$ cat src/rtl/mdio_bridge.sv
module mdio_bridge #(
  parameter int          CLK_DIV  = 40,
  parameter logic [4:0]  PHY_ADDR = 5'd1
) (
  input  logic        clk,
  input  logic        rst_n,
  input  logic        host_wr,
  input  logic [31:0] host_wdata,
  output logic [31:0] host_rdata,
  output logic        mdc,
  output logic        mdio_o,
  output logic        mdio_oe,
  input  logic        mdio_i
);
  localparam int HALF      = (CLK_DIV / 2 > 0) ? CLK_DIV / 2 : 1;
  localparam int DW        = (HALF > 1) ? $clog2(HALF) : 1;
  localparam int NBITS     = 64;
  localparam int TA_FIRST  = 46;
  localparam int DATA_FIRST = 48;

  logic        flag;
  logic        op_wr;
  logic        busy;
  logic [4:0]  reg_a;
  logic [15:0] data;
  logic [15:0] rd_sh;
  logic [5:0]  bit_cnt;
  logic [DW-1:0] div_cnt;

  wire tick = busy && (div_cnt == DW'(HALF - 1));
  wire rise = tick && !mdc;
  wire fall = tick && mdc;
  wire fin  = fall && (bit_cnt == 6'(NBITS - 1));

  wire [NBITS-1:0] frame = {32'hFFFF_FFFF, 2'b01, (op_wr ? 2'b01 : 2'b10),
                            PHY_ADDR, reg_a, 2'b10, data};

  assign mdio_o     = frame[6'(NBITS - 1) - bit_cnt];
  assign mdio_oe    = busy && (op_wr || (bit_cnt < 6'(TA_FIRST)));
  assign host_rdata = {flag, 10'd0, reg_a, data};

  always_ff @(posedge clk or negedge rst_n) begin
    if (!rst_n) begin
      flag    <= 1'b0;
      op_wr   <= 1'b0;
      busy    <= 1'b0;
      reg_a   <= '0;
      data    <= '0;
      rd_sh   <= '0;
      bit_cnt <= '0;
      div_cnt <= '0;
      mdc     <= 1'b0;
    end else if (!busy) begin
      if (host_wr) begin
        flag    <= host_wdata[31];
        op_wr   <= host_wdata[31];
        reg_a   <= host_wdata[20:16];
        data    <= host_wdata[15:0];
        busy    <= 1'b1;
        bit_cnt <= '0;
        div_cnt <= '0;
      end
    end else begin
      div_cnt <= tick ? '0 : div_cnt + 1'b1;
      if (tick)
        mdc <= !mdc;
      if (rise && !op_wr && bit_cnt >= 6'(DATA_FIRST))
        rd_sh <= {rd_sh[14:0], mdio_i};
      if (fall)
        bit_cnt <= bit_cnt + 1'b1;
      if (fin) begin
        busy <= 1'b0;
        flag <= !op_wr;
        if (!op_wr)
          data <= rd_sh;
      end
    end
  end
endmodule


$ cat config.mk
export PLATFORM = sky130hd
export DESIGN_NAME = mdio_bridge
export DESIGN_NICKNAME = d
export VERILOG_FILES = /design/src/rtl/mdio_bridge.sv
export SDC_FILE = /design/constraint.sdc
export NUM_CORES = 1
export LEC_CHECK = 0
export BUFFER_PORTS_ARGS = -buffer_cell sky130_fd_sc_hd__buf_2
export CAP_MARGIN = 10
export CORE_MARGIN = 2
export CORE_UTILIZATION = 57
export DETAILED_ROUTE_END_ITERATION = 16
export GPL_TIMING_DRIVEN = 0
export MAX_ROUTING_LAYER = met4
export PLACE_DENSITY = 0.85
export RECOVER_POWER = 50
export SLEW_MARGIN = 10
export SYNTH_ARGS = -nofsm -noshare
export SYNTH_HDL_FRONTEND = slang
export SYNTH_SLANG_ARGS = --single-unit
$ cat constraint.sdc
create_clock -name clk -period 3.7 [get_ports clk]
set_clock_uncertainty 0.05 [all_clocks]
set_input_delay 0.185 -clock clk [delete_from_list [all_inputs] [get_ports clk]]
set_output_delay 0.185 -clock clk [all_outputs]
set_load 0.02 [all_outputs]
==> results of run 1 <==
## cells in the mapped netlist, types with 2 or more instances
cell type | n | area share (%)
o31ai_1 | 2 | 0.56
nand3_1 | 9 | 1.7
o21ai_0 | 9 | 1.7
nor3_1 | 2 | 0.37
nor2b_1 | 3 | 0.70
a21oi_1 | 6 | 1.1
dfrtp_1 | 52 | 48
xnor2_1 | 5 | 1.6
nor3b_1 | 2 | 0.56
inv_1 | 7 | 0.98
mux2i_1 | 10 | 3.7
clkbuf_1 | 9 | 1.3
nand2b_1 | 5 | 1.2
nor2_1 | 4 | 0.56
buf_4 | 12 | 3.3
nand4_1 | 3 | 0.70
mux2_2 | 48 | 20
ha_1 | 2 | 0.93
nand3b_1 | 2 | 0.56
or3_1 | 3 | 0.70
nand2_1 | 31 | 4.3
## metal layers
layer	global-route usage [%]	vias to the layer above	wire, µm
met1	29.35	980	2462
li1	-	964	-
met4	7.407	0	99
met2	37.07	54	2734
met3	4.972	10	235
met5	-	-	0
## stage by stage
stage / area, µm² / hold WS, ns
2_1_floorplan: 2729 / -0.1606
3_3_place_gp: 3047 / 0.3270
3_5_place_dp: 3047 / 0.3319
4_1_cts: 3144 / 0.009399
5_1_grt: 3142 / 0.02134
6_report: 3142 / 0.004877
## kinds of logic (layout without fill, tap and decap cells)
kind of cell             Yosys count  after routing  share of synthesized area, %
AND/OR/NAND/NOR                   69             69                         13.09
multiplexers                      58             58                         23.77
flip-flops                        52             52                         48.28
buffers and inverters             29             88                         5.710
AO/OA/AOI/OAI                     27             27                         6.454
XOR/XNOR                           5              5                         1.625
adder cells (fa/ha/maj)            2              2                        0.9284
other                              1             10                        0.1391
## state kept, by name (all words and copies together), names as in the netlist
signal / flops
flag: 1
bit_cnt: 6
reg_a: 5
data: 16
div_cnt: 5
mdc: 1
busy: 1
op_wr: 1
rd_sh: 16
## worst max path at each step
stage                           from       end  slack [ns]
after floorplan           div_cnt[0]  data[10]        1.78
after global placement    bit_cnt[0]    mdio_o        1.48
after detailed placement        busy   data[9]        1.40
after CTS                 bit_cnt[0]    mdio_o        1.09
after global routing      bit_cnt[0]    mdio_o        0.88
final                     bit_cnt[0]    mdio_o        1.06
## cell type report
class | instances | area [µm²] | area share [%]
Sequential cell | 52 | 1301 | 41.42
Multi-Input combinational cell | 171 | 1274 | 40.54
Timing Repair Buffer | 51 | 247.7 | 7.885
Buffer | 22 | 127.6 | 4.062
Clock buffer | 6 | 82.58 | 2.628
Tap cell | 54 | 67.56 | 2.151
Inverter | 7 | 26.28 | 0.8363
Clock inverter | 2 | 15.01 | 0.4779
## report_power, final
group / internal (mW) / leakage (nW) / total (mW) / switching (mW)
Clock: 0.152 / 0.0434 / 0.345 / 0.194
Combinational: 0.153 / 0.812 / 0.356 / 0.203
Sequential: 0.640 / 0.682 / 0.717 / 0.0767
## critical path: stages, from the launching register on
cell	delay (ns)
dfrtp_1	0.36
clkbuf_1	0.33
buf_1	0.57
mux2i_1	0.35
a21oi_1	0.11
nand4_1	0.11
nand4_1	0.09
buf_2	0.17
## placed cells by master (no fill, tap or decap), drive strengths merged, types with 6 or more instances in the layout
| cell type | synthesis | layout |
|---|---|---|
| a21oi | 6 | 6 |
| buf | 13 | 51 |
| clkbuf | 9 | 27 |
| conb | 1 | 10 |
| dfrtp | 52 | 52 |
| inv | 7 | 7 |
| mux2 | 48 | 48 |
| mux2i | 10 | 10 |
| nand2 | 31 | 31 |
| nand3 | 9 | 9 |
| o21ai | 9 | 9 |
## timing repair
item | in CTS | in global routing
setup endpoints to repair | 0 | 0
endpoints found under the hold margin | 0 | 52
hold buffers | 0 | 1
gates resized for setup | 0 | 0
==> out/qor.csv, run 1 <==
stage;metric;value;unit
min_path;Hold Startpoint;host_wdata[18];
drt;drt initial violations;125;
drt;Routed WL per cell;15.15;µm
timing;Final Hold Viols;0;
global_route;pin count of the biggest net entering global routing;53;
critical_path;CP Launch Type;register;
clocking;worst-skew pair later-pin latency;0.31;ns
critical_path;R2R depth;4;
pwr;pwr dens;451.4;mW/mm²
yosys;syn avg cell area;11.09;µm²
clocking;Worst-path clk slew;0.09;ns
drt;antenna-violating nets left;0;
floorplanning;num ports;71;
min_path;Hold EP;reg_a[2];
cells_and_area;share of cells above drive strength 1;35.37;%
clocking;CTS Buffer Depth;2;
clocking;clk sink count;52;
yosys;sequential area share after synthesis;48.28;%
timing;Max Freq;379.4;MHz
timing;pins over their slew limit;0;
floorplanning;die area;0.005294;mm²
yosys;Unique masters post-synth;38;
timing;RSZ-0062 raised after global routing;false;
floorplanning;die width;72.76;µm
min_path;worst hold stages;3;
critical_path;critical register-to-register path startpoint;busy;
clocking;CTS tree;done;
timing;setup ws final;1.064;ns
drt;DRT Pass-1 Iters;4;
critical_path;register-to-register setup slack;1.38;ns
floorplanning;Core ar.;0.004629;mm²
clocking;Num CTS Buffers;5;
place;DP Cell Count;356;
critical_path;WS Path Type;reg -> out;
yosys;number of synthesized flops with an enable pin;0;
global_route;GR Overflow Total;0;
timing;max_slew headroom;55.18;%
floorplanning;# rows;25;
drt;via count;2008;
place;pre-CTS setup slack;1.397;ns
cells_and_area;ANT cells;0;
cells_and_area;final core occ;67.86;%
min_path;Hold/Removal Path Class;in -> reg;
critical_path;CP required;3.46;ns
floorplanning;die height;72.76;µm
critical_path;Worst setup EP type;output pin;
flow_run;MaxCap Viol Count;0;
place;Port Buffers;50;
drt;Residual DRC;0;
yosys;Ys Warns;0;
timing;Setup Total Neg Slack;0;ns
place;hpwl dp;4019;µm
cells_and_area;Post-Layout Cell Count;365;
cells_and_area;Layout fillers;365;
floorplanning;Starting Density;58.22;%
timing;period utilization;71.24;%
timing;final setup vio count;0;
run_status;status;complete, no violations;
clocking;H-tree Lvls;2;
clocking;post-CTS setup repair buffer count;0;
cells_and_area;Area Overhead vs Synth;16.57;%
pwr;Worst IR Drop VDD;272.7;µV
timing;Period minus WS final;2.636;ns
pwr;Overall Power;1.418;mW
global_route;vias in the first global route;1959;
global_route;first-pass GRT wire length;9156;µm
drt;Post-Route WL;5531;µm
global_route;initial antenna violation count;0;
place;global placement routability congestion;0.8247;
cells_and_area;final layout net count;348;
pwr;Leakage;1.538;nW
critical_path;reg2reg end;data[9];
clocking;clk root buf;clkbuf_8;
yosys;post-synthesis async set-or-reset flop share;100.0;%
yosys;Synth Flop Type;dfrtp_1;
yosys;count of mapped cells out of synthesis;243;
timing;Worst Tran Pin Value;0.6724;ns
drt;drt via density;5.501;
critical_path;Worst Path Arrival;2.40;ns
yosys;flops & latches, synth;52;
critical_path;worst-path maximum fanout;10;
yosys;synthesized area;0.002695;mm²
global_route;total global-route track usage;23.08;%
Note: power is estimated with default switching activity, not from simulation.
==> inputs of run 2 (changes only) <==
- CORE_UTILIZATION: 57 -> 47
- PLACE_DENSITY: 0.85 -> 0.75
- clock period: 3.7 -> 2.3 ns (I/O delays scaled with it)
==> run 2 against run 1 <==
Compared with the run above:
- critical path depth is 2 lower
- critical path type is now reg -> reg
- first-iteration DRC count is 25% lower
- design area up 4.5%
- worst setup slack lost 0.95 ns
- global-route usage is 3.9 points lower
- final cell count up 7.1%
==> out/qor.csv, run 2 (synthesis results as in run 1) <==
stage;metric;value;unit;change
pwr;pwr dens;733.9;mW/mm²;+63%
run_status;status;complete, no violations;;
critical_path;CP endpoint;rd_sh[11];;
timing;pins over their slew limit;0;;unchanged
floorplanning;die height;79.73;µm;+9.6%
critical_path;critical path depth;5;;-2
critical_path;critical register-to-register path startpoint;bit_cnt[4];;
min_path;Hold/Removal Path Class;in -> reg;;
critical_path;CP Launch Type;register;;
clocking;worst-skew pair later-pin latency;0.31;ns;about the same
floorplanning;die width;79.73;µm;+9.6%
global_route;total global-route track usage;19.23;%;-3.9 points
timing;period utilization;95.07;%;
global_route;first-pass GRT wire length;9211;µm;+0.60%
global_route;GR Overflow Total;0;;unchanged
cells_and_area;ANT cells;0;;unchanged
drt;antenna-violating nets left;0;;unchanged
clocking;CTS tree;done;;
cells_and_area;Area Overhead vs Synth;21.82;%;
clocking;clk root buf;clkbuf_8;;
clocking;H-tree Lvls;2;;unchanged
timing;final setup vio count;0;;unchanged
place;hpwl dp;3990;µm;-0.70%
cells_and_area;Post-Layout Cell Count;391;;+7.1%
timing;max_slew headroom;14.84;%;-40 points
timing;Worst Tran Pin Value;1.277;ns;+0.6050 ns
critical_path;Critical Path Max Stage Delay;0.46;ns;-0.11 ns
critical_path;Worst setup EP type;register;;
timing;Final Hold Viols;0;;unchanged
floorplanning;die area;0.006356;mm²;+20%
place;Placement Cell Area;0.003069;mm²;+0.74%
drt;DRT Pass-1 Iters;4;;unchanged
drt;Residual DRC;0;;unchanged
clocking;Worst-path clk slew;0.10;ns;about the same
global_route;initial antenna violation count;0;;unchanged
floorplanning;Starting Density;48.94;%;-9.3 points
flow_run;MaxCap Viol Count;0;;unchanged
timing;Setup Total Neg Slack;0;ns;unchanged
drt;Routed WL per cell;14.19;µm;-6.4%
clocking;clk sink count;52;;unchanged
pwr;Worst IR Drop VDD;465.6;µV;+71%
timing;Max Freq;457.3;MHz;
critical_path;worst-path maximum fanout;10;;unchanged
pwr;Overall Power;2.410;mW;+70%
pwr;Leakage;1.603;nW;+4.2%
critical_path;origin of the worst setup path;bit_cnt[4];;
place;Port Buffers;50;;unchanged
critical_path;critical-path cell list;inv_1 -> nor3_1 -> nand3b_1 -> clkbuf_2 -> mux2_2;;
critical_path;CP required;2.45;ns;-1.01 ns
cells_and_area;most common cell after layout, fill and taps aside;dfrtp_1;;
drt;drt initial violations;94;;-25%
critical_path;reg2reg end;rd_sh[11];;
critical_path;CP bufs+invs;2;;-1
clocking;CTS Buffer Depth;2;;unchanged
cells_and_area;final core occ;59.62;%;-8.2 points
clocking;post-CTS setup repair buffer count;0;;unchanged
critical_path;CP max-delay cell;dfrtp_1;;
place;global placement routability congestion;0.9146;;+11%
global_route;vias in the first global route;1914;;-2.3%
cells_and_area;share of cells above drive strength 1;36.05;%;+0.68 points
timing;Period minus WS final;2.187;ns;
drt;Post-Route WL;5548;µm;+0.31%
drt;drt via density;5.105;;-7.2%
floorplanning;Core ar.;0.005507;mm²;+19%
place;DP Cell Count;374;;+5.1%
clocking;Num CTS Buffers;5;;unchanged
floorplanning;# rows;27;;+8.0%
critical_path;R2R depth;5;;+1
drt;via count;1996;;-0.60%
cells_and_area;final layout net count;356;;+2.3%
floorplanning;num ports;71;;unchanged
critical_path;Worst Path Arrival;2.34;ns;-0.06 ns
cells_and_area;Regs by FF count;data (16), rd_sh (16), bit_cnt (6);;
critical_path;WS Path Type;reg -> reg;;
cells_and_area;most frequent cells in the layout;52 x dfrtp_1, 48 x mux2_2, 37 x buf_2, 31 x nand2_1, 17 x clkbuf_1;;
cells_and_area;fin area;0.003283;mm²;+4.5%
critical_path;register-to-register setup slack;0.11;ns;-1.27 ns
global_route;pin count of the biggest net entering global routing;53;;unchanged
critical_path;crit-path leading delay family;simple AND/OR/NAND/NOR gates;;
## run 2: cell count changes in the layout (fill, tap and decap cells not counted), moves of 2 or more
cell / change
clkinvlp_4: -2
clkbuf_1: -4
clkbuf_2: +5
dlygate4sd3_1: +8
## run 2: area by class of cell
class,instances,area (µm²)
repair buffers,59,325.3
clock buffers,6,82.58
inverters,7,26.28
multi-input cells,171,1282
clock inverters,2,38.79
fillers,480,2223
flip-flops and latches,52,1301
well taps,72,90.09
plain buffers,22,136.4
## run 2: layer usage
layer	up-vias	GRT usage, %	share of wire (%)
met5	-	-	0
met4	0	5.690	0.81
met3	5	3.507	4.2
met2	49	30.00	48
met1	964	25.81	47
li1	978	-	-
## run 2: worst min-delay path by stage
stage	slack, ns	cells after the start	startpoint	endpoint
after CTS	0.03	1	rst_n	data[8]
final	0.11	3	host_wdata[11]	data[11]
after global routing	0.11	3	host_wdata[3]	data[3]
after floorplan	-0.23	0	rst_n	bit_cnt[0]
after global placement	0.26	3	host_wdata[19]	reg_a[3]
after detailed placement	0.26	3	host_wdata[19]	reg_a[3]
## run 2: metrics by stage
| stage | hold WS [ns] | setup WS, ns |
|---|---|---|
| 2_1_floorplan | -0.2306 | 0.3763 |
| 3_3_place_gp | 0.2565 | 0.03993 |
| 3_5_place_dp | 0.2601 | 0.03427 |
| 4_1_cts | 0.03165 | 0.001111 |
| 5_1_grt | 0.1089 | -0.01396 |
| 6_report | 0.1057 | 0.1135 |
## run 2: repair_timing
item	in CTS	in global routing
hold buffers	8	1
resized for setup	1	10
endpoints found under the setup margin	1	22
pin swaps	0	1
endpoints found under the hold margin	8	52
## run 2: tightest hold or removal path, delay by kind of cell
kind                   cells  cell delay [ns]
muxes                      2             0.25
buffers and inverters      1             0.07
## run 2: power by group
| group | internal [mW] | switching, mW |
|---|---|---|
| combinational | 0.258 | 0.328 |
| sequential | 1.03 | 0.123 |
| clock | 0.356 | 0.313 |
